$ cat src/rtl/halt_lpm_pkg.sv
package halt_lpm_pkg;
  typedef enum logic [1:0] {
    ST_RUN    = 2'd0,
    ST_TALIVE = 2'd1,
    ST_FULL   = 2'd2,
    ST_STAB   = 2'd3
  } lpm_state_e;

  localparam logic [1:0] MASK_ENABLE_IRQ = 2'b10;
endpackage

$ cat src/rtl/halt_lpm_dly.sv
module halt_lpm_dly #(
  parameter int SHORT_DLY = 256,
  parameter int LONG_DLY  = 4096
) (
  input  logic clk,
  input  logic rst,
  input  logic start,
  input  logic abort,
  input  logic sel_long,
  output logic busy,
  output logic last
);
  localparam int CW = (LONG_DLY > SHORT_DLY) ? $clog2(LONG_DLY) : $clog2(SHORT_DLY);
  localparam logic [CW-1:0] SHORT_M1 = CW'(SHORT_DLY - 1);
  localparam logic [CW-1:0] LONG_M1  = CW'(LONG_DLY - 1);

  logic [CW-1:0] cnt_q;
  logic [CW-1:0] lim_q;

  assign last = busy && (cnt_q == lim_q);

  always_ff @(posedge clk) begin
    if (rst) begin
      busy  <= 1'b0;
      cnt_q <= '0;
      lim_q <= '0;
    end else if (start) begin
      busy  <= 1'b1;
      cnt_q <= '0;
      lim_q <= sel_long ? LONG_M1 : SHORT_M1;
    end else if (abort || last) begin
      busy  <= 1'b0;
      cnt_q <= '0;
    end else if (busy) begin
      cnt_q <= cnt_q + 1'b1;
    end
  end


  cnt_range_chk: assert property (@(posedge clk) disable iff (rst)
    busy |-> (cnt_q <= lim_q));
endmodule

$ cat src/rtl/halt_lpm_seq.sv
module halt_lpm_seq
  import halt_lpm_pkg::*;
#(
  parameter int N_EXT = 4
) (
  input  logic             clk,
  input  logic             rst,
  input  logic             halt_req,
  input  logic             tmr_irq_en,
  input  logic             tmr_irq,
  input  logic [N_EXT-1:0] ext_irq,
  input  logic             wdg_active,
  input  logic             dly_busy,
  input  logic             dly_last,
  output lpm_state_e       st_q,
  output lpm_state_e       st_d,
  output logic             dly_start,
  output logic             dly_abort,
  output logic             wake_q,
  output logic             mask_wr_q,
  output logic             wdg_rst_q
);
  logic pend;
  logic ext_any;
  logic wake_d;
  logic mask_wr_d;
  logic wdg_rst_d;

  assign ext_any = |ext_irq;
  assign pend    = tmr_irq | ext_any;

  always_comb begin
    st_d      = st_q;
    dly_start = 1'b0;
    dly_abort = 1'b0;
    wake_d    = 1'b0;
    mask_wr_d = 1'b0;
    wdg_rst_d = 1'b0;
    unique case (st_q)
      ST_RUN: begin
        if (dly_busy && !dly_last && !tmr_irq_en) begin
          st_d = ST_STAB;
        end else if (halt_req) begin
          mask_wr_d = 1'b1;
          dly_abort = dly_busy;
          if (pend) begin
            wake_d = 1'b1;
          end else if (tmr_irq_en) begin
            st_d = ST_TALIVE;
          end else begin
            st_d      = ST_FULL;
            wdg_rst_d = wdg_active;
          end
        end
      end
      ST_TALIVE: begin
        if (tmr_irq) begin
          st_d      = ST_RUN;
          wake_d    = 1'b1;
          dly_start = 1'b1;
        end
      end
      ST_FULL: begin
        if (ext_any) begin
          st_d      = ST_STAB;
          dly_start = 1'b1;
        end
      end
      ST_STAB: begin
        if (dly_last) begin
          st_d   = ST_RUN;
          wake_d = 1'b1;
        end
      end
      default: st_d = ST_RUN;
    endcase
  end

  always_ff @(posedge clk) begin
    if (rst) begin
      st_q      <= ST_RUN;
      wake_q    <= 1'b0;
      mask_wr_q <= 1'b0;
      wdg_rst_q <= 1'b0;
    end else begin
      st_q      <= st_d;
      wake_q    <= wake_d;
      mask_wr_q <= mask_wr_d;
      wdg_rst_q <= wdg_rst_d;
    end
  end


  talive_hold_chk: assert property (@(posedge clk) disable iff (rst)
    (st_q == ST_TALIVE && !tmr_irq) |=> (st_q == ST_TALIVE));

  full_hold_chk: assert property (@(posedge clk) disable iff (rst)
    (st_q == ST_FULL && !ext_any) |=> (st_q == ST_FULL));

  tmr_wake_chk: assert property (@(posedge clk) disable iff (rst)
    (st_q == ST_TALIVE && tmr_irq) |=> (st_q == ST_RUN && wake_q && dly_busy));

  wdg_full_chk: assert property (@(posedge clk) disable iff (rst)
    wdg_rst_q |-> (st_q == ST_FULL));

  mask_src_chk: assert property (@(posedge clk) disable iff (rst)
    mask_wr_q |-> $past(halt_req));
endmodule

$ cat src/rtl/halt_lpm_ctrl.sv
module halt_lpm_ctrl
  import halt_lpm_pkg::*;
#(
  parameter int N_EXT     = 4,
  parameter int SHORT_DLY = 256,
  parameter int LONG_DLY  = 4096
) (
  input  logic             clk,
  input  logic             rst,
  input  logic             halt_req,
  input  logic             tmr_irq_en,
  input  logic             tmr_irq,
  input  logic [N_EXT-1:0] ext_irq,
  input  logic             wdg_active,
  input  logic             dly_sel,
  output logic             core_clk_en,
  output logic             periph_clk_en,
  output logic             tmr_clk_en,
  output logic [1:0]       irq_mask,
  output logic             irq_mask_wr,
  output logic             stab_busy,
  output logic             wake,
  output logic             wdg_rst_req
);
  lpm_state_e st_q;
  lpm_state_e st_d;
  logic       dly_start;
  logic       dly_abort;
  logic       dly_last;

  halt_lpm_dly #(
    .SHORT_DLY (SHORT_DLY),
    .LONG_DLY  (LONG_DLY)
  ) u_dly (
    .clk      (clk),
    .rst      (rst),
    .start    (dly_start),
    .abort    (dly_abort),
    .sel_long (dly_sel),
    .busy     (stab_busy),
    .last     (dly_last)
  );

  halt_lpm_seq #(
    .N_EXT (N_EXT)
  ) u_seq (
    .clk        (clk),
    .rst        (rst),
    .halt_req   (halt_req),
    .tmr_irq_en (tmr_irq_en),
    .tmr_irq    (tmr_irq),
    .ext_irq    (ext_irq),
    .wdg_active (wdg_active),
    .dly_busy   (stab_busy),
    .dly_last   (dly_last),
    .st_q       (st_q),
    .st_d       (st_d),
    .dly_start  (dly_start),
    .dly_abort  (dly_abort),
    .wake_q     (wake),
    .mask_wr_q  (irq_mask_wr),
    .wdg_rst_q  (wdg_rst_req)
  );

  always_ff @(posedge clk) begin
    if (rst) begin
      core_clk_en   <= 1'b1;
      periph_clk_en <= 1'b1;
      tmr_clk_en    <= 1'b1;
    end else begin
      core_clk_en   <= (st_d == ST_RUN);
      periph_clk_en <= (st_d == ST_RUN);
      tmr_clk_en    <= (st_d == ST_RUN) || (st_d == ST_TALIVE);
    end
  end

  assign irq_mask = irq_mask_wr ? MASK_ENABLE_IRQ : 2'b00;


  early_gate_chk: assert property (@(posedge clk) disable iff (rst)
    (st_q == ST_RUN && stab_busy && !dly_last && !tmr_irq_en)
      |=> (!core_clk_en && !tmr_clk_en && stab_busy));

  talive_clk_chk: assert property (@(posedge clk) disable iff (rst)
    (st_q == ST_TALIVE) |-> (tmr_clk_en && !periph_clk_en));
endmodule

$ cat config.mk
export PLATFORM = sky130hd
export DESIGN_NAME = halt_lpm_ctrl
export DESIGN_NICKNAME = d
export VERILOG_FILES = /design/src/rtl/halt_lpm_pkg.sv /design/src/rtl/halt_lpm_dly.sv /design/src/rtl/halt_lpm_seq.sv /design/src/rtl/halt_lpm_ctrl.sv
export SDC_FILE = /design/constraint.sdc
export NUM_CORES = 1
export LEC_CHECK = 0
export BUFFER_PORTS_ARGS = -buffer_cell sky130_fd_sc_hd__clkbuf_2
export CORE_MARGIN = 5
export CORE_UTILIZATION = 45
export CTS_BUF_LIST = sky130_fd_sc_hd__clkbuf_8
export CTS_CLUSTER_SIZE = 25
export DETAILED_ROUTE_END_ITERATION = 10
export PLACE_DENSITY = 0.77
export SYNTH_ARGS = -nofsm -noshare
export SYNTH_HDL_FRONTEND = slang
export SYNTH_SLANG_ARGS = --single-unit
$ cat constraint.sdc
create_clock -name clk -period 2 [get_ports clk]
set_clock_uncertainty 0.15 [all_clocks]
set_input_delay 0 -clock clk [delete_from_list [all_inputs] [get_ports clk]]
set_output_delay 0 -clock clk [all_outputs]
set_load 0.02 [all_outputs]
# [Yosys cells after proc, flatten, opt, wreduce, memory -nomap -nowiden]
# Index checks and enable logic that the tools add are counted.
[word_totals] register_bits=32 wordCells=56
[classes] addsub=1 eq_ne=5 mux=24 n_bitwise=3 reduce_logical=14
[op_table] op="$mux 2" count=8
[op_table] op="$add 12x1->12 const B" count=1
[op_table] op="$eq 12x12->1" count=1
[op_table] op="$mux 1" count=12
[op_table] op="$mux 12" count=1
[op_table] op="$pmux 2 s4" count=1
[op_table] op="$reduce_or 3->1" count=2
[op_table] op="$reduce_or 6->1" count=1
[op_table] op="$eq 2x1->1 const B" count=2
[op_table] op="$eq 2x2->1 const B" count=2
[op_table] op="$logic_not 2->1" count=2
[op_table] op="$reduce_or 4->1" count=1
[op_table] op="$logic_and 1x1->1" count=3
[op_table] op="$pmux 1 s3" count=1
[op_table] op="$logic_not 1->1" count=2
[op_table] op="$logic_or 1x1->1" count=2
[op_table] op="$not 1->1" count=2
[op_table] op="$pmux 1 s2" count=1
[op_table] op="$reduce_bool 2->1" count=1
[op_table] op="$or 1x1->1" count=1

# [Depth between registers and ports, before layout]
[logic_depth] word_depth=10 mapped_depth=8 mapped_depth_nobuf=7

# [Modules after synthesis]
# Synthesis repeated with hierarchy kept, for this count alone.
[unflattened] cells_unflattened=131 hier_area_um2=1154.9
[by_module_without_submodules] module="halt_lpm_dly" n_inst=1 cells_per_inst=79 area_each_um2=690.7 seq_area_each_um2=300.3
[by_module_without_submodules] module="halt_lpm_seq" n_inst=1 cells_per_inst=44 area_each_um2=384.1 seq_area_each_um2=100.1
[by_module_without_submodules] module="halt_lpm_ctrl" n_inst=1 cells_per_inst=8 area_each_um2=80.1 seq_area_each_um2=40.0

# [Worst setup path after synthesis]
# Ideal clock, no wire load.
[synth_timing] path_kind="reg2reg" start="register u_seq.st_q[1]" end="register periph_clk_en" setup_time_ns=0.119 arrival_ns=1.608 setup_slack_ns=0.123 stages_incl_launch_ff=8 synth_period_minus_slack_ns=1.877 path_cell_list="dfxtp_1 -> inv_1 -> ha_1 -> nor2b_1 -> nor4_1 -> a311o_1 -> o21a_1 -> o221a_2"
[synth_via] elab_chain_cells=5 elab_cells_between_ends=12
[synth_lines] item="start: declaration" line="halt_lpm_seq.sv:15" rtl="output lpm_state_e st_q,"
[synth_lines] item="start signal: assignment" line="halt_lpm_seq.sv:86" rtl="st_q <= st_d;"
[synth_lines] item="$mux 2" line="halt_lpm_seq.sv:46" rtl="if (pend) begin"
[synth_lines] item="$mux 2" line="halt_lpm_seq.sv:43" rtl="end else if (halt_req) begin"
[synth_lines] item="$mux 2" line="halt_lpm_seq.sv:41" rtl="if (dly_busy && !dly_last && !tmr_irq_en) begin"
[synth_lines] item="$pmux 2 s4 *" line="halt_lpm_seq.sv:39" rtl="unique case (st_q)"
[synth_lines] item="$logic_not 2->1 *" line="halt_lpm_ctrl.sv:72" rtl="periph_clk_en <= (st_d == ST_RUN);"
[synth_lines] item="end signal: assignment" line="halt_lpm_ctrl.sv:72"
[synth_lines] item="end: declaration" line="halt_lpm_ctrl.sv:17" rtl="output logic periph_clk_en,"
# Every way passes the cells marked *; elsewhere a longest branch is shown, timed or not.
# A chain may end at the register's enable or synchronous reset.

# [Final worst setup path]
# Ends and elaborated chain as after synthesis.

==> results.json <==
{
  "netlist_area_um2": 1310,
  "min_path_cells": 3,
  "worst-path-max-fanout": 5,
  "setup.worst_path.start": "u_seq.st_q[1]",
  "powerDensity_nw_per_um2": 1100,
  "cts_tree": "done",
  "p_leak_nw": 0.662,
  "clockBufferDepth": 2,
  "netlist_instances": 159,
  "synth.avg_cell_area_um2": 8.25,
  "via_count": 1253,
  "grt_pass1_wl_um": 5260,
  "ys_seq_area_share_pct": 33.6,
  "routedWlPerCell_um": 14.6,
  "min_to": "u_seq.wdg_rst_q",
  "n_antenna_cell": 0,
  "core-area_um2": 2780,
  "row_count": 19,
  "dr.pass1.iters": 4,
  "hold_viol_final": 0,
  "timing.final.crit_share_pct": 96.9,
  "ant_nets": 0,
  "max_freq_ghz": 0.516,
  "nets": 203,
  "worstSetupPathType": "reg2reg",
  "clk_latency_ns": 0.27,
  "drtIter0Drc": 102,
  "start_kind": "register",
  "grt-ovfl-total": 0,
  "setup_viol": 0,
  "period_minus_slack_ns": 1.94,
  "h-tree-depth": 1,
  "grt_use_total_pct": 15.5,
  "setup_tns_ns": 0,
  "post-dp-hpwl_um": 2190,
  "hold_class": "in2reg",
  "rr_endpoint": "periph_clk_en",
  "root_buffer": "clkbuf_8",
  "drc_errors": 0,
  "synth_nets": 176,
  "synth-seq-cells": 22,
  "post-cts-setup-buffer-count": 0,
  "ioPinCount": 20,
  "wl_um": 3150,
  "mostFrequentLayoutCell": "dfxtp_1",
  "start_util_pct": 47.2,
  "vias_per_cell": 5.80,
  "reg2reg_from": "u_seq.st_q[1]",
  "worstPathRequired_ns": 2.01,
  "cts_sinks": 22,
  "rrSetupSlack_ns": 0.06,
  "die_area_um2": 4100,
  "worst_slew_pin_slew_ns": 0.525,
  "cts_buffers": 3,
  "grt_max_degree": 16,
  "status": "complete, no violations",
  "ys.flop_type": "dfxtp_1",
  "end_kind": "register",
  "syn2layout_area_growth_pct": 20.5,
  "slew_viol_final": 0,
  "utilization_pct": 56.9,
  "synth.distinct_cells": 43,
  "drv_cap": 0,
  "yosys_warnings": 0,
  "place_congestion": 0.949,
  "die_x_um": 64.0,
  "fill_cells": 241,
  "layout_common_cells": "dfxtp_1 (22), nor2_1 (21), nand2_1 (19)",
  "die_y_um": 64.0,
  "ir_drop_mv": 0.757,
  "min_from": "tmr_irq",
  "grt_setup_unrepaired": "no",
  "synth-edff-count": 0,
  "synthArstFlopShare_pct": 0,
  "maxSlewHeadroom_pct": 64.7,
  "numPortBuffers": 18,
  "ff2ff_path_depth": 7,
  "antenna_found_initial": 0,
  "grt_pass1_vias": 1198,
  "clk_pin_slew_ns": 0.08,
  "critPathArrivalTime_ns": 1.95,
  "whs_ns": 0.0578,
  "drive_gt1_share_pct": 22.2
}
## Yosys cell counts, drive strengths merged (4+ instances only)
master  number  area (µm²)
dfxtp       22         440
nor2        22        90.1
nand2       19        71.3
a21oi       10        53.8
nand3       10        50.1
ha           6        75.1
o21ai        6        30.0
xnor2        5        43.8
buf          4        27.5
inv          4        15.0
nand3b       4        30.0
nand4        4        25.0
nor2b        4        25.0
o21a         4        38.8
## registers in the layout, summed over array words and instances (netlist names)
| signal | cells |
|---|---|
| tmr_clk_en | 1 |
| periph_clk_en | 1 |
| u_seq.st_q | 2 |
| u_seq.wake_q | 1 |
| u_dly.cnt_q | 12 |
| u_dly.busy | 1 |
| u_dly.lim_q | 2 |
| u_seq.wdg_rst_q | 1 |
| u_seq.mask_wr_q | 1 |
## worst max path at each step
stage                          to  depth (start not counted)
finish              periph_clk_en                          7
global route        periph_clk_en                          7
CTS                 periph_clk_en                          7
detailed placement  periph_clk_en                          7
global placement    periph_clk_en                          6
floorplan           periph_clk_en                          7
## kinds of logic after synthesis
family | share of synthesized area, %
adders and majority gates | 5.72
xor gates and xnor gates | 5.34
and+or+nand+nor | 32.2
buffers and inverters | 4.10
DFF | 33.6
other | 0.286
AOI/OAI and AO/OA | 18.8
## through the flow
step | area, µm² | std cells | worst slack [ns] | power, W
2_1_floorplan | 1310 | 159 | 0.123 | 0.00110
3_3_place_gp | 1450 | 207 | 0.120 | 0.00126
3_5_place_dp | 1450 | 207 | 0.0345 | 0.00128
4_1_cts | 1570 | 216 | 0.0190 | 0.00172
5_1_grt | 1580 | 216 | 0.00194 | 0.00185
6_report | 1580 | 216 | 0.0610 | 0.00174
## critical path, cell delays in order (launching register included)
cell and delay, ns:
dfxtp_1 0.36, inv_1 0.09, ha_1 0.20, nor2b_4 0.19, nor4_1 0.07, a311o_1 0.36, o21a_1 0.19, o221a_2 0.23
## timing repair
action                                  4_1_cts  5_1_grt
resized for setup                             0        4
hold buffers                                  5        0
hold endpoints to repair                      5        0
endpoints found under the setup margin        0        1
## report_power, final
group | leakage, nW | switching (W) | total (W) | internal (W)
combinational | 0.447 | 0.000448 | 0.000782 | 0.000334
clock | 0.0357 | 0.000158 | 0.000426 | 0.000268
sequential | 0.179 | 0.0000393 | 0.000535 | 0.000496
total | 0.662 | 0.000645 | 0.00174 | 0.00110
## metal layers
| metal | global-route usage (%) | wire length, µm | vias up |
|---|---|---|---|
| met5 | 0 | 0 | - |
| met2 | 24.6 | 1500 | 51 |
| met3 | 2.80 | 185 | 12 |
| li1 | - | - | 613 |
| met1 | 20.1 | 1370 | 577 |
| met4 | 7.27 | 93 | 0 |
## layout make-up
class	count	area (µm²)	share of cell area, %
Clock buffer	3	41.3	2.61
Sequential cell	22	440	27.8
Inverter	4	15.0	0.949
Tap cell	31	38.8	2.45
Clock inverter	1	30.0	1.90
Multi-Input combinational cell	126	831	52.5
Timing Repair Buffer	29	185	11.7
Note: power is estimated with default switching activity, not from simulation.
